**config.mk**
```make
export PLATFORM = sky130hd
export DESIGN_NAME = clkmode_ctrl
export DESIGN_NICKNAME = d
export VERILOG_FILES = /design/src/rtl/clkmode_pkg.sv /design/src/rtl/clkmode_wake_sync.sv /design/src/rtl/clkmode_fsm.sv /design/src/rtl/clkmode_gate_ctrl.sv /design/src/rtl/clkmode_ctrl.sv
export SDC_FILE = /design/constraint.sdc
export NUM_CORES = 1
export LEC_CHECK = 0
export ABC_AREA = 1
export BUFFER_PORTS_ARGS = -buffer_cell sky130_fd_sc_hd__buf_2
export CORE_MARGIN = 4
export CORE_UTILIZATION = 35
export CTS_CLUSTER_DIAMETER = 60
export DETAILED_ROUTE_END_ITERATION = 8
export PLACE_DENSITY = 0.68
export RECOVER_POWER = 25
export SLEW_MARGIN = 30
export SYNTH_ARGS = -nofsm -noshare
export SYNTH_HDL_FRONTEND = slang
export SYNTH_SLANG_ARGS = --single-unit
```
**constraint.sdc**
```tcl
create_clock -name clk -period 1.2 [get_ports clk]
set_input_delay 0.12 -clock clk [delete_from_list [all_inputs] [get_ports clk]]
set_output_delay 0.12 -clock clk [all_outputs]
set_load 0.1 [all_outputs]
```
**src/rtl/clkmode_pkg.sv**
```systemverilog
package clkmode_pkg;

    localparam int NUM_GROUPS = 4;
    localparam int ADDR_W     = 2;

    localparam logic [ADDR_W-1:0] ADDR_PLL  = 2'd0;
    localparam logic [ADDR_W-1:0] ADDR_LOWP = 2'd1;
    localparam logic [ADDR_W-1:0] ADDR_GRP  = 2'd2;

    typedef enum logic [1:0] {
        MODE_SLOW   = 2'd0,
        MODE_NORMAL = 2'd1,
        MODE_IDLE   = 2'd2,
        MODE_SLEEP  = 2'd3
    } mode_e;

    typedef struct packed {
        logic                  pll_on;
        logic                  pll_off;
        logic                  idle;
        logic                  sleep;
        logic                  grp_wr;
        logic [NUM_GROUPS-1:0] grp_val;
    } cmd_t;

    function automatic cmd_t decode_cmd(input logic wr,
                                        input logic [ADDR_W-1:0] addr,
                                        input logic [NUM_GROUPS-1:0] data);
        cmd_t c;
        c         = '0;
        c.grp_val = data;
        if (wr) begin
            unique case (addr)
                ADDR_PLL: begin
                    c.pll_on  = data[0];
                    c.pll_off = ~data[0];
                end
                ADDR_LOWP: begin
                    c.sleep = data[1];
                    c.idle  = data[0] & ~data[1];
                end
                ADDR_GRP: c.grp_wr = 1'b1;
                default: ;
            endcase
        end
        return c;
    endfunction

    function automatic logic is_active(input mode_e m);
        return (m == MODE_SLOW) || (m == MODE_NORMAL);
    endfunction

endpackage

```
**src/rtl/clkmode_wake_sync.sv**
```systemverilog
module clkmode_wake_sync #(
    parameter int STAGES = 2
) (
    input  logic clk,
    input  logic rst,
    input  logic async_in,
    output logic sync_out
);
    logic [STAGES-1:0] chain_q;

    always_ff @(posedge clk) begin
        if (rst) chain_q <= '0;
        else     chain_q <= {chain_q[STAGES-2:0], async_in};
    end

    assign sync_out = chain_q[STAGES-1];
endmodule

```
**src/rtl/clkmode_fsm.sv**
```systemverilog
module clkmode_fsm
    import clkmode_pkg::*;
#(
    parameter int LOCK_CYCLES = 16
) (
    input  logic  clk,
    input  logic  rst,
    input  cmd_t  cmd,
    input  logic  wake,
    output mode_e mode,
    output logic  pll_pwrdn,
    output logic  pll_src_sel
);
    localparam int CNT_W = $clog2(LOCK_CYCLES + 1);

    mode_e            mode_q, mode_d;
    mode_e            prev_q, prev_d;
    logic             locking_q, locking_d;
    logic [CNT_W-1:0] cnt_q, cnt_d;

    always_comb begin
        mode_d    = mode_q;
        prev_d    = prev_q;
        locking_d = locking_q;
        cnt_d     = cnt_q;
        unique case (mode_q)
            MODE_SLOW: begin
                if (locking_q) begin
                    if (cmd.pll_off) begin
                        locking_d = 1'b0;
                    end else if (cnt_q == CNT_W'(1)) begin
                        locking_d = 1'b0;
                        mode_d    = MODE_NORMAL;
                    end else begin
                        cnt_d = cnt_q - CNT_W'(1);
                    end
                end else if (cmd.sleep) begin
                    mode_d = MODE_SLEEP;
                    prev_d = MODE_SLOW;
                end else if (cmd.idle) begin
                    mode_d = MODE_IDLE;
                    prev_d = MODE_SLOW;
                end else if (cmd.pll_on) begin
                    locking_d = 1'b1;
                    cnt_d     = CNT_W'(LOCK_CYCLES);
                end
            end
            MODE_NORMAL: begin
                if (cmd.sleep) begin
                    mode_d = MODE_SLEEP;
                    prev_d = MODE_NORMAL;
                end else if (cmd.idle) begin
                    mode_d = MODE_IDLE;
                    prev_d = MODE_NORMAL;
                end else if (cmd.pll_off) begin
                    mode_d = MODE_SLOW;
                end
            end
            MODE_IDLE: begin
                if (wake) mode_d = prev_q;
            end
            MODE_SLEEP: begin
                if (wake) begin
                    mode_d = MODE_SLOW;
                    prev_d = MODE_SLOW;
                end
            end
            default: mode_d = MODE_SLOW;
        endcase
    end

    always_ff @(posedge clk) begin
        if (rst) begin
            mode_q    <= MODE_SLOW;
            prev_q    <= MODE_SLOW;
            locking_q <= 1'b0;
            cnt_q     <= '0;
        end else begin
            mode_q    <= mode_d;
            prev_q    <= prev_d;
            locking_q <= locking_d;
            cnt_q     <= cnt_d;
        end
    end

    logic on_pll;
    assign on_pll      = (mode_q == MODE_NORMAL) ||
                         (mode_q == MODE_IDLE && prev_q == MODE_NORMAL);
    assign pll_src_sel = on_pll;
    assign pll_pwrdn   = ~(on_pll | locking_q);
    assign mode        = mode_q;

    // leaving sleep always lands in slow
    p_sleep_exit_slow_r7: assert property (@(posedge clk) disable iff (rst)
        ($past(mode_q) == MODE_SLEEP && mode_q != MODE_SLEEP) |-> mode_q == MODE_SLOW);

    // leaving idle restores the recorded active mode
    p_idle_exit_prev_r5: assert property (@(posedge clk) disable iff (rst)
        ($past(mode_q) == MODE_IDLE && mode_q != MODE_IDLE) |-> mode_q == $past(prev_q));

    // slow to normal only at the end of a lock wait
    p_normal_after_lock_r2: assert property (@(posedge clk) disable iff (rst)
        ($past(mode_q) == MODE_SLOW && mode_q == MODE_NORMAL) |->
            ($past(locking_q) && $past(cnt_q) == CNT_W'(1)));

    // no low-power mode begins while locking
    p_no_lowpower_in_lock_r10: assert property (@(posedge clk) disable iff (rst)
        $past(locking_q) |-> is_active(mode_q));

    // PLL outputs frozen while idle persists
    p_pll_hold_idle_r9: assert property (@(posedge clk) disable iff (rst)
        ($past(mode_q) == MODE_IDLE && mode_q == MODE_IDLE) |->
            ($stable(pll_pwrdn) && $stable(pll_src_sel)));
endmodule

```
**src/rtl/clkmode_gate_ctrl.sv**
```systemverilog
module clkmode_gate_ctrl
    import clkmode_pkg::*;
(
    input  logic                  clk,
    input  logic                  rst,
    input  cmd_t                  cmd,
    input  mode_e                 mode,
    output logic                  cpu_clk_en,
    output logic [NUM_GROUPS-1:0] grp_clk_en
);
    logic [NUM_GROUPS-1:0] grp_q;
    logic                  sleeping;

    always_ff @(posedge clk) begin
        if (rst)                                grp_q <= '1;
        else if (cmd.grp_wr && is_active(mode)) grp_q <= cmd.grp_val;
    end

    assign sleeping   = (mode == MODE_SLEEP);
    assign cpu_clk_en = is_active(mode);

    for (genvar g = 0; g < NUM_GROUPS; g++) begin : g_grp
        assign grp_clk_en[g] = grp_q[g] & ~sleeping;
    end

    // stored group enables do not move while idle or sleep persists
    p_grp_hold_lowpower_r8: assert property (@(posedge clk) disable iff (rst)
        (!is_active($past(mode)) && !is_active(mode)) |-> $stable(grp_q));
endmodule

```
**src/rtl/clkmode_ctrl.sv**
```systemverilog
module clkmode_ctrl
    import clkmode_pkg::*;
#(
    parameter int LOCK_CYCLES = 16,
    parameter int SYNC_STAGES = 2
) (
    input  logic                  clk,
    input  logic                  rst,
    input  logic                  cfg_wr,
    input  logic [ADDR_W-1:0]     cfg_addr,
    input  logic [NUM_GROUPS-1:0] cfg_wdata,
    input  logic                  wake_in,
    output logic                  pll_pwrdn,
    output logic                  pll_src_sel,
    output logic                  cpu_clk_en,
    output logic [NUM_GROUPS-1:0] grp_clk_en,
    output logic [1:0]            mode_status
);
    cmd_t  cmd;
    logic  wake_s;
    mode_e mode;

    assign cmd = decode_cmd(cfg_wr, cfg_addr, cfg_wdata);

    clkmode_wake_sync #(.STAGES(SYNC_STAGES)) u_sync (
        .clk      (clk),
        .rst      (rst),
        .async_in (wake_in),
        .sync_out (wake_s)
    );

    clkmode_fsm #(.LOCK_CYCLES(LOCK_CYCLES)) u_fsm (
        .clk         (clk),
        .rst         (rst),
        .cmd         (cmd),
        .wake        (wake_s),
        .mode        (mode),
        .pll_pwrdn   (pll_pwrdn),
        .pll_src_sel (pll_src_sel)
    );

    clkmode_gate_ctrl u_gate (
        .clk        (clk),
        .rst        (rst),
        .cmd        (cmd),
        .mode       (mode),
        .cpu_clk_en (cpu_clk_en),
        .grp_clk_en (grp_clk_en)
    );

    assign mode_status = mode;

    // sleep keeps everything off
    p_sleep_all_off_r6: assert property (@(posedge clk) disable iff (rst)
        (mode_status == 2'd3) |-> (pll_pwrdn && !pll_src_sel && !cpu_clk_en && grp_clk_en == '0));

    // idle keeps CPU gated but group enables untouched
    p_idle_groups_kept_r4: assert property (@(posedge clk) disable iff (rst)
        ($past(mode_status) == 2'd2 && mode_status == 2'd2) |-> (!cpu_clk_en && $stable(grp_clk_en)));
endmodule

```
# Word-level counts from Yosys, hierarchy flattened
# Index checks and enable logic that the tools add are counted.
word_totals:
  reg_bits: 16
  elab_cells: 81
op_classes:
  add_sub_neg: 1
  n_eq_ne: 20
  n_mux: 33
  n_bitwise: 10
  reduce_logical: 11
op_table:
  columns: ["op", "count"]
  rows:
  - ["$mux W5", 7]
  - ["$mux W2", 17]
  - ["$ne A3 B3 Y1 const B", 4]
  - ["$reduce_and A6 Y1", 2]
  - ["$ne A2 B2 Y1 const B", 5]
  - ["$pmux W2 S4", 1]
  - ["$mux W1", 7]
  - ["$eq A2 B1 Y1 const B", 3]
  - ["$eq A2 B2 Y1 const B", 3]
  - ["$pmux W2 S3", 1]
  - ["$and A1 B1 Y1", 5]
  - ["$eq A5 B1 Y1 const B", 1]
  - ["$reduce_and A5 Y1", 1]
  - ["$sub A5 B1 Y5 const B", 1]
  - ["$logic_not A2 Y1", 2]
  - ["$ne A2 B1 Y1 const B", 2]
  - ["$ne A4 B3 Y1 const B", 1]
  - ["$ne A4 B4 Y1 const B", 1]
  - ["$not A1 Y1", 4]
  - ["$reduce_bool A3 Y1", 1]
  - ["$logic_and A1 B1 Y1", 2]
  - ["$logic_or A1 B1 Y1", 2]
  - ["$reduce_bool A2 Y1", 1]
  - ["$or A1 B1 Y1", 1]

# Depth between registers and ports, before layout
# Gate-level depths: netlist of the first run.
depth:
  ltp_word: 8
  mapped_depth: 11
  depth_no_buf: 11

# Modules after synthesis
# Synthesis of the first run repeated with hierarchy kept, for this count alone.
hier_totals:
  cells_unflattened: 131
  hier_area_um2: 867.1
by_module_without_submodules:
  columns: ["module", "n_inst", "cells_per_inst", "area_per_inst_um2", "seq_area_each_um2"]
  rows:
  - ["clkmode_fsm", 1, 89, 569.3, 180.2]
  - ["clkmode_gate_ctrl", 1, 23, 183.9, 80.1]
  - ["clkmode_ctrl", 1, 13, 58.8, 0.0]
  - ["clkmode_wake_sync", 1, 6, 55.1, 40.0]

# Worst setup path after synthesis of the first run
# Ideal clock, no wire load.
synth_timing:
  kind: "register -> output"
  start: "register u_fsm.mode_q[0], in the netlist u_fsm.mode[0]"
  end: "output pll_pwrdn"
  arrival_time_ns: 4.769
  t_required_ns: 1.080
  slack_ns: -3.689
  stages_incl_launch_ff: 4
  path_cell_list: "dfxtp_1 > inv_4 > o21ai_0 > nor2_1"
synth_via:
  elab_chain_cells: 5
  elab_cells_between_ends: 6
  cone_classes: "2 x eq/ne; 2 x bitwise; 2 x reduce/logical"
synth_lines:
  columns: ["item", "line_no", "source"]
  rows:
  - ["from (decl)", "clkmode_fsm.sv:16", "mode_e mode_q, mode_d;"]
  - ["from (signal assigned)", "clkmode_fsm.sv:79", "mode_q <= mode_d;"]
  - ["$eq A2 B2 Y1", "clkmode_fsm.sv:88", "(mode_q == MODE_IDLE && prev_q == MODE_NORMAL);"]
  - ["$logic_and A1 B1 Y1", "clkmode_fsm.sv:88", null]
  - ["$logic_or A1 B1 Y1 (*)", "clkmode_fsm.sv:87", "assign on_pll = (mode_q == MODE_NORMAL) ||"]
  - ["net pll_src_sel", "clkmode_ctrl.sv:14", "output logic pll_src_sel,"]
  - ["$or A1 B1 Y1 (*)", "clkmode_fsm.sv:90", "assign pll_pwrdn = ~(on_pll | locking_q);"]
  - ["$not A1 Y1 (*)", "clkmode_fsm.sv:90", null]
  - ["to (decl)", "clkmode_ctrl.sv:13", "output logic pll_pwrdn,"]
# The timed path passes the listed nets; every way through them passes the cells marked *.

# Worst setup path in the final report of the first run
layout_timing:
  start: "register u_fsm.cnt_q[1]"
  end: "register u_fsm.mode_q[1], in the netlist u_fsm.mode[1]"
layout_via:
  elab_chain_cells: 3
layout_lines:
  columns: ["item", "line_no", "source"]
  rows:
  - ["from (decl)", "clkmode_fsm.sv:19", "logic [CNT_W-1:0] cnt_q, cnt_d;"]
  - ["from (signal assigned)", "clkmode_fsm.sv:82", "cnt_q <= cnt_d;"]
  - ["$eq A5 B1 Y1", "clkmode_fsm.sv:31", "end else if (cnt_q == CNT_W'(1)) begin"]
  - ["$ne A3 B3 Y1 (no line)", null, null]
  - ["$reduce_and A6 Y1 (no line)", null, null]
# Every way passes these cells.
# A chain may end at the register's enable or synchronous reset.

==> flow_summary.html, run 1 <==
<table>
<tr><th>Metric</th><th>Value</th></tr>
<tr><th colspan="2">Status</th></tr>
<tr><td>Result of the run</td><td>complete, but fails checks</td></tr>
<tr><td>Violations in the final reports</td><td>negative setup slack</td></tr>
<tr><th colspan="2">Worst setup path</th></tr>
<tr><td>CP arrival</td><td>1.52 ns</td></tr>
<tr><td>Critical path data required time</td><td>1.40 ns</td></tr>
<tr><td>CP startpoint kind</td><td>flip-flop</td></tr>
<tr><td>Endpoint kind of the worst setup timing path</td><td>flip-flop</td></tr>
<tr><td>Critical-path maximum fanout</td><td>3</td></tr>
<tr><td>Type of the worst setup path</td><td>reg2reg</td></tr>
<tr><th colspan="2">Clock network</th></tr>
<tr><td>Clock tree from TritonCTS</td><td>built</td></tr>
<tr><td>Number of buffers added to fix hold violations after cts</td><td>0</td></tr>
<tr><td>Clock Root Buffer</td><td>clkbuf_4</td></tr>
<tr><td>Clock latency reported for the late side of the worst-skew pair</td><td>0.29 ns</td></tr>
<tr><td>Sink Count</td><td>15</td></tr>
<tr><td>Number of H-tree levels</td><td>1</td></tr>
<tr><td>Clock slew at reported path FFs</td><td>0.10 ns</td></tr>
<tr><td>Inserted Clock Buffers</td><td>3</td></tr>
<tr><td>Longest Clk Path Bufs</td><td>2</td></tr>
<tr><th colspan="2">Detailed routing</th></tr>
<tr><td>Remaining number of nets flagged by the antenna check after routing</td><td>0</td></tr>
<tr><td>Number of violations reported at the end of detailed-routing iteration 0</td><td>30</td></tr>
<tr><td>Drt first pass iters</td><td>4</td></tr>
<tr><td>Count of unresolved DRC violations after routing</td><td>0</td></tr>
<tr><td>Wirelength per Cell</td><td>12.9 um</td></tr>
<tr><td>Via-per-instance ratio</td><td>5.13</td></tr>
<tr><td>Number of vias in the routed layout</td><td>1145</td></tr>
<tr><td>Routed wire length</td><td>2870 um</td></tr>
<tr><th colspan="2">Power</th></tr>
<tr><td>Power dissipated by switching net loads</td><td>1980 uW</td></tr>
<tr><td>Part of the power in combinational logic</td><td>0.736</td></tr>
<tr><td>Relative contribution of the clock network to total power</td><td>0.082</td></tr>
<tr><td>Power density relative to cell area</td><td>2290 nW/um2</td></tr>
<tr><td>Leakage power figure</td><td>0.000776 uW</td></tr>
<tr><td>Largest voltage drop on the vdd net</td><td>2410 uV</td></tr>
<tr><td>Share of total power consumed by net switching</td><td>0.521</td></tr>
<tr><td>Relative contribution of sequential cells to total power</td><td>0.182</td></tr>
<tr><td>Power Internal</td><td>1820 uW</td></tr>
<tr><th colspan="2">Global routing</th></tr>
<tr><td>Vias in the first global route</td><td>1060</td></tr>
<tr><td>Global-route wire length before repair</td><td>4640 um</td></tr>
<tr><td>Antenna violations before repair</td><td>0</td></tr>
<tr><td>Gr usage total</td><td>0.165</td></tr>
<tr><td>Aggregate global routing overflow</td><td>0</td></tr>
<tr><td>Largest net degree at the start of global routing</td><td>9</td></tr>
<tr><th colspan="2">Logic synthesis</th></tr>
<tr><td>Area fraction in compound gates after synthesis</td><td>0.0994</td></tr>
<tr><td>Yosys warning total</td><td>0</td></tr>
<tr><td>Mapped Area</td><td>1020 um2</td></tr>
<tr><td>Number of library cell types mapped by synthesis</td><td>27</td></tr>
<tr><td>Adder and majority gate portion of the synthesized area</td><td>0.0245</td></tr>
<tr><td>Mux cell area share after synthesis</td><td>0</td></tr>
<tr><td>Post-Synthesis Net Count</td><td>around 160</td></tr>
<tr><td>Simple-gate share of the synthesized area</td><td>0.463</td></tr>
<tr><td>Share of synthesized area occupied by flip-flops and latches</td><td>0.294</td></tr>
<tr><td>Flop and latch count out of synthesis</td><td>15</td></tr>
<tr><td>Share of the synthesized netlist area taken by xor and xnor gates</td><td>0</td></tr>
<tr><td>Cell count after synthesis</td><td>152</td></tr>
<tr><td>Mean instance size in the synthesized netlist</td><td>6.71 um2</td></tr>
<tr><td>Combinational family with the most area after synthesis</td><td>simple AND/OR/NAND/NOR gates</td></tr>
<tr><th colspan="2">STA</th></tr>
<tr><td>Fmax</td><td>758 MHz</td></tr>
<tr><td>Post-route minimum period</td><td>1.32 ns</td></tr>
<tr><td>Transition time at the pin with the least slew margin</td><td>0.305 ns</td></tr>
<tr><td>Setup violations, final</td><td>18</td></tr>
<tr><td>Final Max Tran Viols</td><td>0</td></tr>
<tr><td>RSZ-0062 raised after global routing</td><td>yes</td></tr>
<tr><td>Worst slew margin relative to its limit</td><td>0.796</td></tr>
<tr><td>Post-route clock period utilization</td><td>1.10</td></tr>
<tr><td>Final Worst Setup Slack</td><td>-0.119 ns</td></tr>
<tr><td>Final count of hold timing violations</td><td>0</td></tr>
<tr><td>Final clock skew</td><td>0.00137 ns</td></tr>
<tr><th colspan="2">Finish</th></tr>
<tr><td>Final std cell area, no fill</td><td>about 1700 um2</td></tr>
<tr><td>Finished Core Util</td><td>0.597</td></tr>
<tr><td>Area taken by flip-flops and latches</td><td>313 um2</td></tr>
<tr><td>Filler cells</td><td>235</td></tr>
<tr><td>Share of layout cells above drive strength 1</td><td>0.521</td></tr>
<tr><td>Multi-input gate area</td><td>~760 um2</td></tr>
<tr><td>Final net count</td><td>205</td></tr>
<tr><td>Non-filler instance count after layout</td><td>223</td></tr>
<tr><td>Area delta synth-&gt;final</td><td>62.8%</td></tr>
<tr><td>Leading cell type in the layout, fill and taps excluded</td><td>nand2_1</td></tr>
<tr><td>Commonest cells after routing, fill and taps aside</td><td>25 x nand2_1, 16 x inv_1, 16 x buf_4, 15 x nor2_1, 11 x dfxtp_1</td></tr>
<tr><td>Antenna diode count</td><td>0</td></tr>
<tr><th colspan="2">Hold path</th></tr>
<tr><td>Type of the most critical hold path</td><td>in2reg</td></tr>
<tr><th colspan="2">Place</th></tr>
<tr><td>RePlAce Congestion</td><td>0.897</td></tr>
<tr><td>Cell count after placement</td><td>208</td></tr>
<tr><td>Number of port buffers</td><td>18</td></tr>
<tr><td>Placement-stage cell area</td><td>1420 um2</td></tr>
<tr><td>DP Wirelength</td><td>1990 um</td></tr>
<tr><th colspan="2">Floorplanning</th></tr>
<tr><td>Top-level I/O count</td><td>19</td></tr>
<tr><td>Die Area</td><td>3840 um2</td></tr>
<tr><td>Die Y-Extent</td><td>62.0 um</td></tr>
<tr><td>Starting density of the core</td><td>0.367</td></tr>
<tr><td>Cell row count</td><td>19</td></tr>
<tr><td>Die Width</td><td>62.0 um</td></tr>
<tr><td>Placeable core area</td><td>2780 um2</td></tr>
<tr><th colspan="2">Run</th></tr>
<tr><td>Number of maximum-capacitance constraint violations</td><td>0</td></tr>
</table>
[power by group through the flow]
stage          clock network [uW]  registers [uW]  logic (uW)
2_1_floorplan                   0             871        1450
5_1_grt                       341             704        2940
6_report                      311             691        2790
3_5_place_dp                    0             765        2330
4_1_cts                       315             686        2630
3_3_place_gp                    0             761        2270
[registers in the layout, indices dropped and copies added (netlist names)]
| signal | cells |
|---|---|
| u_fsm.locking_q | 1 |
| u_fsm.mode | 2 |
| u_gate.grp_q | 4 |
| u_fsm.cnt_q | 5 |
| u_fsm.prev_q | 1 |
| u_sync.chain_q | 2 |
[cells by family (layout without fill, tap and decap cells)]
| group | Yosys count | in the layout |
|---|---|---|
| and+or+nand+nor | 91 | 91 |
| buffers and inverters | 27 | 67 |
| DFF | 15 | 15 |
| AOI/OAI and AO/OA | 17 | 17 |
| adders and majority gates | 2 | 2 |
[Yosys cell counts, drive strengths merged]
cell type	n	area, um2
nor3	2	15.0
nand2	40	193
dfxtp	15	300
nand4	3	18.8
o211ai	4	30.0
o21ai	4	23.8
inv	24	95.1
a21oi	8	40.0
nand3	16	80.1
nand3b	1	7.51
or2	3	18.8
buf	3	26.3
ha	2	25.0
nor2	26	139
o21bai	1	7.51
[critical path: stages (launching register included)]
cell and delay (ns):
dfxtp_2 0.33, inv_2 0.08, ha_4 0.13, inv_2 0.03, nor2_2 0.09, nand2_2 0.09, nand2_4 0.10, nand2_4 0.06
nor2_4 0.11, nand3_2 0.08, nand2_2 0.06, nor2_1 0.04
[layout make-up]
class	count	share of cell area
multi-input combinational	110	0.457
timing repair buffer	39	0.247
sequential	15	0.188
inverter	24	0.0678
tap	31	0.0234
clock buffer	4	0.0158
[worst paths after layout]
kind	start	end	slack (ns)	cells past startpoint
max	u_fsm.cnt_q[1]	u_fsm.mode[1]	-0.12	11
min	wake_in	u_sync.chain_q[0]	0.02	3
max reg2reg	u_fsm.cnt_q[1]	u_fsm.mode[1]	-0.12	11
min reg2reg	u_sync.chain_q[0]	u_sync.chain_q[1]	0.41	2
[metal layers]
layer	part of all wire	routed length (um)	GRT usage
met2	0.54	1540	0.305
met3	0.055	157	0.0248
met4	0.013	36	0.0636
met5	0	0	0
met1	0.39	1130	0.187
[timing repair]
| action | CTS | global route |
|---|---|---|
| pin swaps | 6 | 5 |
| setup buffers | 7 | 4 |
| setup endpoints to repair | 16 | 19 |
| resized for setup | 21 | 17 |
| gates cloned | 0 | 0 |
[per-stage QoR]
stage          total power (uW)  setup TNS [ns]  hold WS, ns  setup WS [ns]
4_1_cts                    3640           -1.03       0.0146         -0.104
5_1_grt                    3990           -2.26       0.0196         -0.173
3_5_place_dp               3090          -0.799        0.331         -0.144
2_1_floorplan              2320           -2.84        0.227         -0.472
3_3_place_gp               3040          -0.264        0.323        -0.0496
6_report                   3800           -1.14       0.0183         -0.119
Power figures use the tool's default switching activity.
==> inputs of run 2 (changes only) <==
Settings changed: PLACE_DENSITY 0.68 to 0.57, TNS_END_PERCENT set to 20.
==> run 2 against run 1 <==
Against the previous run:
- maximum frequency shrank 1.9%
- non-clock buffer count shrank 3
- global-route usage shrank 2.3 points
- sequential share of layout area grew 0.73 points
- critical path type unchanged
- the run still ends with negative setup slack left
- critical path depth is the same
- flip-flop and latch count is the same
- largest power group unchanged
- combinational power shrank 5%
==> flow_summary.html, run 2 (synthesis results as in run 1) <==
<table>
<tr><th>Metric</th><th>Value</th></tr>
<tr><th colspan="2">Power</th></tr>
<tr><td>Leakage power figure</td><td>0.000745 uW</td></tr>
<tr><td>Total power consumption of the routed design</td><td>3620 uW</td></tr>
<tr><td>Power density relative to cell area</td><td>2280 nW/um2</td></tr>
<tr><td>Largest voltage drop on the vdd net</td><td>1930 uV</td></tr>
<tr><th colspan="2">STA</th></tr>
<tr><td>Worst slew margin relative to its limit</td><td>0.724</td></tr>
<tr><td>RSZ-0062 raised after global routing</td><td>yes</td></tr>
<tr><td>Worst hold slack</td><td>approximately 0.031 ns</td></tr>
<tr><td>Final Max Tran Viols</td><td>0</td></tr>
<tr><td>Final Worst Setup Slack</td><td>-0.144 ns</td></tr>
<tr><td>Transition time at the pin with the least slew margin</td><td>0.415 ns</td></tr>
<tr><td>Final clock skew</td><td>0.00171 ns</td></tr>
<tr><td>Setup violations, final</td><td>15</td></tr>
<tr><td>Final count of hold timing violations</td><td>0</td></tr>
<tr><td>Post-route minimum period</td><td>1.34 ns</td></tr>
<tr><td>Post-route clock period utilization</td><td>1.12</td></tr>
<tr><td>Fmax</td><td>744 MHz</td></tr>
<tr><th colspan="2">Floorplanning</th></tr>
<tr><td>Die Width</td><td>around 62 um</td></tr>
<tr><td>Die Y-Extent</td><td>62.0 um</td></tr>
<tr><td>Starting density of the core</td><td>0.367</td></tr>
<tr><td>Placeable core area</td><td>2780 um2</td></tr>
<tr><td>Cell row count</td><td>19</td></tr>
<tr><td>Die Area</td><td>3840 um2</td></tr>
<tr><td>Top-level I/O count</td><td>19</td></tr>
<tr><th colspan="2">Place</th></tr>
<tr><td>Placement-stage cell area</td><td>1410 um2</td></tr>
<tr><td>Worst Setup Slack post-DPL</td><td>-0.0966 ns</td></tr>
<tr><td>RePlAce Congestion</td><td>0.845</td></tr>
<tr><td>DP Wirelength</td><td>roughly 1800 um</td></tr>
<tr><td>Number of port buffers</td><td>18</td></tr>
<tr><th colspan="2">Detailed routing</th></tr>
<tr><td>Wirelength per Cell</td><td>approximately 11 um</td></tr>
<tr><td>Routed wire length</td><td>2460 um</td></tr>
<tr><td>Number of vias in the routed layout</td><td>1064</td></tr>
<tr><td>Drt first pass iters</td><td>4</td></tr>
<tr><td>Via-per-instance ratio</td><td>4.84</td></tr>
<tr><td>Count of unresolved DRC violations after routing</td><td>0</td></tr>
<tr><td>Number of violations reported at the end of detailed-routing iteration 0</td><td>15</td></tr>
<tr><td>Remaining number of nets flagged by the antenna check after routing</td><td>0</td></tr>
<tr><th colspan="2">Global routing</th></tr>
<tr><td>Vias in the first global route</td><td>1023</td></tr>
<tr><td>Aggregate global routing overflow</td><td>0</td></tr>
<tr><td>Antenna violations before repair</td><td>0</td></tr>
<tr><td>Global-route wire length before repair</td><td>between 4000 and 5000 um</td></tr>
<tr><td>Gr usage total</td><td>0.141</td></tr>
<tr><td>GRT met1 Usage</td><td>0.201</td></tr>
<tr><td>Largest net degree at the start of global routing</td><td>9</td></tr>
<tr><td>GR Layer Usage met2</td><td>0.216</td></tr>
<tr><td>Global Route met3 Usage</td><td>0.0227</td></tr>
<tr><td>Busiest layer in global routing</td><td>met2</td></tr>
<tr><th colspan="2">Worst setup path</th></tr>
<tr><td>Worst Reg-to-Reg Cells</td><td>11</td></tr>
<tr><td>Reg-to-Reg End</td><td>u_fsm.mode[1]</td></tr>
<tr><td>Critical path data required time</td><td>1.38 ns</td></tr>
<tr><td>CP arrival</td><td>1.53 ns</td></tr>
<tr><td>Endpoint kind of the worst setup timing path</td><td>flip-flop</td></tr>
<tr><td>Startpoint of the worst-slack reg-to-reg timing path</td><td>u_fsm.cnt_q[1]</td></tr>
<tr><td>Type of the worst setup path</td><td>reg2reg</td></tr>
<tr><td>Launch point of the critical path</td><td>u_fsm.cnt_q[1]</td></tr>
<tr><td>Critical-path maximum fanout</td><td>3</td></tr>
<tr><td>Worst setup slack for register-to-register paths</td><td>-0.14 ns</td></tr>
<tr><td>CP startpoint kind</td><td>flip-flop</td></tr>
<tr><th colspan="2">Finish</th></tr>
<tr><td>Final std cell area, no fill</td><td>1590 um2</td></tr>
<tr><td>Multi-input gate area</td><td>737 um2</td></tr>
<tr><td>Leading cell type in the layout, fill and taps excluded</td><td>nand2_1</td></tr>
<tr><td>Largest Register</td><td>u_fsm.cnt_q</td></tr>
<tr><td>Commonest cells after routing, fill and taps aside</td><td>27 x nand2_1, 17 x inv_1, 15 x nor2_1, 15 x buf_4, 12 x nand3_1</td></tr>
<tr><td>Area delta synth-&gt;final</td><td>55.5%</td></tr>
<tr><td>Biggest registers after layout</td><td>u_fsm.cnt_q (5), u_gate.grp_q (4)</td></tr>
<tr><td>Antenna diode count</td><td>0</td></tr>
<tr><td>Filler cells</td><td>about 250</td></tr>
<tr><td>Final net count</td><td>202</td></tr>
<tr><td>Max reg flops</td><td>5</td></tr>
<tr><td>Share of layout cells above drive strength 1</td><td>0.455</td></tr>
<tr><td>Area taken by flip-flops and latches</td><td>roughly 310 um2</td></tr>
<tr><th colspan="2">Clock network</th></tr>
<tr><td>Longest Clk Path Bufs</td><td>2</td></tr>
<tr><td>Clock slew at reported path FFs</td><td>0.09 ns</td></tr>
<tr><td>Clock Root Buffer</td><td>clkbuf_4</td></tr>
<tr><td>Sink Count</td><td>15</td></tr>
<tr><td>Inserted Clock Buffers</td><td>3</td></tr>
<tr><td>Clock tree from TritonCTS</td><td>built</td></tr>
<tr><td>Clock latency reported for the late side of the worst-skew pair</td><td>0.28 ns</td></tr>
<tr><td>Number of H-tree levels</td><td>1</td></tr>
<tr><th colspan="2">Hold path</th></tr>
<tr><td>Worst-case hold path end point</td><td>u_sync.chain_q[0]</td></tr>
<tr><td>Worst hold start</td><td>wake_in</td></tr>
<tr><td>Number of stages on the worst hold path</td><td>3</td></tr>
<tr><td>Type of the most critical hold path</td><td>in2reg</td></tr>
<tr><th colspan="2">Run</th></tr>
<tr><td>Number of maximum-capacitance constraint violations</td><td>0</td></tr>
<tr><th colspan="2">Status</th></tr>
<tr><td>Violations in the final reports</td><td>negative setup slack</td></tr>
<tr><td>Result of the run</td><td>complete, but fails checks</td></tr>
</table>
## run 2: cell count changes in the layout (fill, tap and decap cells not counted), moves of 2 or more
| cell | delta |
|---|---|
| nand3_1 | +4 |
| a21oi_2 | -2 |
| nand2_2 | -2 |
| nand2_1 | +2 |
| nand3_2 | -4 |
| a21oi_1 | +2 |
| inv_6 | +2 |
## run 2: worst max-delay path, cell delays in order (launching register included)
cell and delay [ns]:
dfxtp_2 0.33, inv_2 0.08, ha_4 0.14, inv_2 0.03, nor2_2 0.11, nand2_2 0.09, nand2_4 0.10, nand2_4 0.05
nor2_4 0.15, nand3_2 0.08, nand2_2 0.06, nor2_1 0.04
## run 2: worst max path at each step
stage / to / slack [ns] / depth (start not counted)
after floorplan: pll_pwrdn / -0.47 / 3
after global placement: u_fsm.cnt_q[2] / -0.07 / 7
after detailed placement: u_fsm.mode[0] / -0.1 / 11
after CTS: pll_pwrdn / -0.10 / 4
after global routing: u_fsm.mode[0] / -0.22 / 11
final: u_fsm.mode[1] / -0.14 / 11
## run 2: area by class of cell
type / count / area share
Multi-Input combinational cell: 110 / 0.465
Timing Repair Buffer: 36 / 0.234
Sequential cell: 15 / 0.196
Inverter: 24 / 0.0647
Tap cell: 31 / 0.0245
Clock buffer: 4 / 0.0166
## run 2: where the power goes
group	switching, uW	internal [uW]
combinational	1600	1040
sequential	94.5	588
clock	164	129
## run 2: timing repair
action / in CTS / in global routing
buffers inserted: 5 / 1
resized for setup: 8 / 21
pin swaps: 4 / 7
endpoints found under the setup margin: 14 / 19
hold buffers: 0 / 0
## run 2: layer usage
layer | vias up | part of all wire
met2 | 30 | 0.49
met3 | 4 | 0.047
met5 | - | 0
met4 | 0 | 0.0085
met1 | 475 | 0.45
li1 | 555 | -
## run 2: through the flow
step | instances | setup TNS (ns) | utilization
2_1_floorplan | 152 | -4.09 | -
3_3_place_gp | 210 | -0.332 | 0.507
3_5_place_dp | 210 | -0.559 | 0.507
4_1_cts | 219 | -0.999 | 0.538
5_1_grt | 220 | -2.18 | 0.570
6_report | 220 | -0.966 | 0.570
==> inputs of run 3 (changes only) <==
Settings changed: CORE_ASPECT_RATIO set to 0.6.
==> run 3 against run 2 <==
Against the previous run:
- the run still ends with negative setup slack left
- non-clock buffer count stayed put
- critical endpoint is now grp_clk_en[0]
- sequential share of layout area grew 0.14 points
- utilization grew 3.2 points
- critical path depth fell by 7
- combinational power is 7.6% lower
- flip-flop and latch count did not move
- power decreased by 1.2%
- clock skew is 0.0019 ns higher
- largest cell class unchanged
- maximum frequency rose by 6.6%
- setup slack improved by 0.083 ns
==> flow_summary.html, run 3 (synthesis results as in run 1) <==
<table>
<tr><th>Metric</th><th>Value</th></tr>
<tr><th colspan="2">Place</th></tr>
<tr><td>Placement-stage cell area</td><td>1440 um2</td></tr>
<tr><td>DP Wirelength</td><td>2150 um</td></tr>
<tr><td>RePlAce Congestion</td><td>0.807</td></tr>
<tr><td>Number of port buffers</td><td>18</td></tr>
<tr><th colspan="2">Worst setup path</th></tr>
<tr><td>Endpoint kind of the worst setup timing path</td><td>output port</td></tr>
<tr><td>Worst Reg-to-Reg Cells</td><td>10</td></tr>
<tr><td>Launch point of the critical path</td><td>u_fsm.mode[1]</td></tr>
<tr><td>Reg-to-Reg End</td><td>u_fsm.mode[1]</td></tr>
<tr><td>Critical path destination</td><td>grp_clk_en[0]</td></tr>
<tr><td>Worst setup slack for register-to-register paths</td><td>-0.05 ns</td></tr>
<tr><td>Critical-path maximum fanout</td><td>8</td></tr>
<tr><td>Startpoint of the worst-slack reg-to-reg timing path</td><td>u_fsm.cnt_q[0]</td></tr>
<tr><td>CP startpoint kind</td><td>flip-flop</td></tr>
<tr><td>CP arrival</td><td>1.14 ns</td></tr>
<tr><td>Type of the worst setup path</td><td>reg2out</td></tr>
<tr><td>Critical path data required time</td><td>1.08 ns</td></tr>
<tr><th colspan="2">Clock network</th></tr>
<tr><td>Number of H-tree levels</td><td>1</td></tr>
<tr><td>Clock latency reported for the late side of the worst-skew pair</td><td>between 0.2 and 0.3 ns</td></tr>
<tr><td>Clock slew at reported path FFs</td><td>0.06 ns</td></tr>
<tr><td>Clock Root Buffer</td><td>clkbuf_8</td></tr>
<tr><td>Longest Clk Path Bufs</td><td>2</td></tr>
<tr><td>Number of buffers added to fix hold violations after cts</td><td>0</td></tr>
<tr><td>Clock tree from TritonCTS</td><td>built</td></tr>
<tr><td>Sink Count</td><td>15</td></tr>
<tr><td>Inserted Clock Buffers</td><td>3</td></tr>
<tr><th colspan="2">STA</th></tr>
<tr><td>Final Worst Setup Slack</td><td>-0.0611 ns</td></tr>
<tr><td>Final count of hold timing violations</td><td>0</td></tr>
<tr><td>Transition time at the pin with the least slew margin</td><td>0.303 ns</td></tr>
<tr><td>RSZ-0062 raised after global routing</td><td>yes</td></tr>
<tr><td>Post-route clock period utilization</td><td>1.05</td></tr>
<tr><td>Post-route minimum period</td><td>1.26 ns</td></tr>
<tr><td>Fmax</td><td>about 790 MHz</td></tr>
<tr><td>Final clock skew</td><td>0.00359 ns</td></tr>
<tr><td>Final Max Tran Viols</td><td>0</td></tr>
<tr><td>Worst hold slack</td><td>0.0722 ns</td></tr>
<tr><td>Worst slew margin relative to its limit</td><td>0.797</td></tr>
<tr><td>Setup violations, final</td><td>13</td></tr>
<tr><th colspan="2">Global routing</th></tr>
<tr><td>Antenna violations before repair</td><td>0</td></tr>
<tr><td>Gr usage total</td><td>0.154</td></tr>
<tr><td>Aggregate global routing overflow</td><td>0</td></tr>
<tr><td>Vias in the first global route</td><td>962</td></tr>
<tr><td>Largest net degree at the start of global routing</td><td>10</td></tr>
<tr><td>Global-route wire length before repair</td><td>4680 um</td></tr>
<tr><th colspan="2">Detailed routing</th></tr>
<tr><td>Number of vias in the routed layout</td><td>1058</td></tr>
<tr><td>Routed wire length</td><td>2690 um</td></tr>
<tr><td>Drt first pass iters</td><td>4</td></tr>
<tr><td>Remaining number of nets flagged by the antenna check after routing</td><td>0</td></tr>
<tr><td>Via-per-instance ratio</td><td>around 4.6</td></tr>
<tr><td>Count of unresolved DRC violations after routing</td><td>0</td></tr>
<tr><td>Number of violations reported at the end of detailed-routing iteration 0</td><td>53</td></tr>
<tr><td>Wirelength per Cell</td><td>roughly 12 um</td></tr>
<tr><th colspan="2">Status</th></tr>
<tr><td>Violations in the final reports</td><td>negative setup slack</td></tr>
<tr><td>Result of the run</td><td>complete, but fails checks</td></tr>
<tr><th colspan="2">Finish</th></tr>
<tr><td>Antenna diode count</td><td>0</td></tr>
<tr><td>Area taken by flip-flops and latches</td><td>~310 um2</td></tr>
<tr><td>Final std cell area, no fill</td><td>1590 um2</td></tr>
<tr><td>Final net count</td><td>202</td></tr>
<tr><td>Multi-input gate area</td><td>709 um2</td></tr>
<tr><td>Largest Register</td><td>u_fsm.cnt_q</td></tr>
<tr><td>Share of layout cells above drive strength 1</td><td>0.460</td></tr>
<tr><td>Area delta synth-&gt;final</td><td>56.2%</td></tr>
<tr><td>Commonest cells after routing, fill and taps aside</td><td>29 x nand2_1, 16 x inv_1, 16 x buf_4, 15 x nor2_1, 11 x nand3_1</td></tr>
<tr><td>Biggest registers after layout</td><td>u_fsm.cnt_q (5), u_gate.grp_q (4)</td></tr>
<tr><td>Max reg flops</td><td>5</td></tr>
<tr><td>Leading cell type in the layout, fill and taps excluded</td><td>nand2_1</td></tr>
<tr><td>Filler cells</td><td>between 200 and 250</td></tr>
<tr><th colspan="2">Floorplanning</th></tr>
<tr><td>Die Area</td><td>a little under 4000 um2</td></tr>
<tr><td>Starting density of the core</td><td>0.386</td></tr>
<tr><td>Die Y-Extent</td><td>roughly 50 um</td></tr>
<tr><td>Top-level I/O count</td><td>19</td></tr>
<tr><td>Cell row count</td><td>14</td></tr>
<tr><td>Placeable core area</td><td>2650 um2</td></tr>
<tr><td>Die Width</td><td>77.7 um</td></tr>
<tr><th colspan="2">Hold path</th></tr>
<tr><td>Type of the most critical hold path</td><td>in2reg</td></tr>
<tr><td>Worst hold start</td><td>wake_in</td></tr>
<tr><th colspan="2">Power</th></tr>
<tr><td>Power density relative to cell area</td><td>2240 nW/um2</td></tr>
<tr><td>Leakage power figure</td><td>0.000750 uW</td></tr>
<tr><td>Largest voltage drop on the vdd net</td><td>1410 uV</td></tr>
<tr><th colspan="2">Run</th></tr>
<tr><td>Number of maximum-capacitance constraint violations</td><td>0</td></tr>
</table>
## run 3: changes by cell type in the layout (fill, tap and decap cells not counted), moves of 2 or more
cell,previous run,this run
nand2_1,27,29
clkbuf_8,0,3
a21oi_2,2,0
clkbuf_1,2,0
clkbuf_4,3,0
a21oi_1,6,8
## run 3: worst min-delay path by stage
stage	slack (ns)	endpoint	cells past startpoint
3_3_place_gp	0.32	u_sync.chain_q[0]	3
2_1_floorplan	0.23	u_sync.chain_q[0]	2
4_1_cts	0.07	u_sync.chain_q[0]	3
3_5_place_dp	0.33	u_sync.chain_q[0]	3
6_report	0.07	u_sync.chain_q[0]	3
5_1_grt	0.08	u_sync.chain_q[0]	3
## run 3: layout make-up
class                   instances  area share
inverters                      24      0.0660
well taps                      40      0.0314
flip-flops and latches         15       0.197
clock inverters                 1     0.00314
clock buffers                   3      0.0259
multi-input cells             110       0.445
repair buffers                 36       0.231
## run 3: where the power goes
group	leakage [uW]	internal, uW	total, uW	switching, uW
clock	0.0000255	230	414	184
sequential	0.000126	591	719	129
combinational	0.000599	932	2440	1510
total	0.000750	1750	3570	1820
## run 3: per-stage QoR
stage / total power, uW / util / setup TNS, ns / setup WS [ns] / std cells
final: 3570 / 0.602 / -0.532 / -0.0611 / 229
after global routing: 3780 / 0.602 / -1.43 / -0.122 / 229
after CTS: 3570 / 0.597 / -0.688 / -0.0750 / 229
after detailed placement: 3050 / 0.544 / -0.873 / -0.173 / 221
after global placement: 3040 / 0.544 / -0.656 / -0.156 / 221
after floorplan: 2270 / - / -4.09 / -0.472 / 152
## run 3: per-layer routing
layer | up-vias | global-route usage | share of wire
met2 | 37 | 0.223 | 0.40
met5 | - | 0 | 0
met1 | 461 | 0.224 | 0.50
met4 | 0 | 0.0266 | 0.0056
met3 | 4 | 0.0473 | 0.087
li1 | 556 | - | -
## run 3: critical path, stage by stage, from the launching register on
cell and delay (ns):
dfxtp_4 0.46, nand2_2 0.11, inv_6 0.11, nor2_4 0.05
buf_12 0.16
## run 3: repair_timing
action                     in CTS  in global routing
pin swaps                      11                  5
gates resized for setup        20                  6
buffers inserted                4                  0
cloned                          0                  0
setup endpoints to repair      15                 17
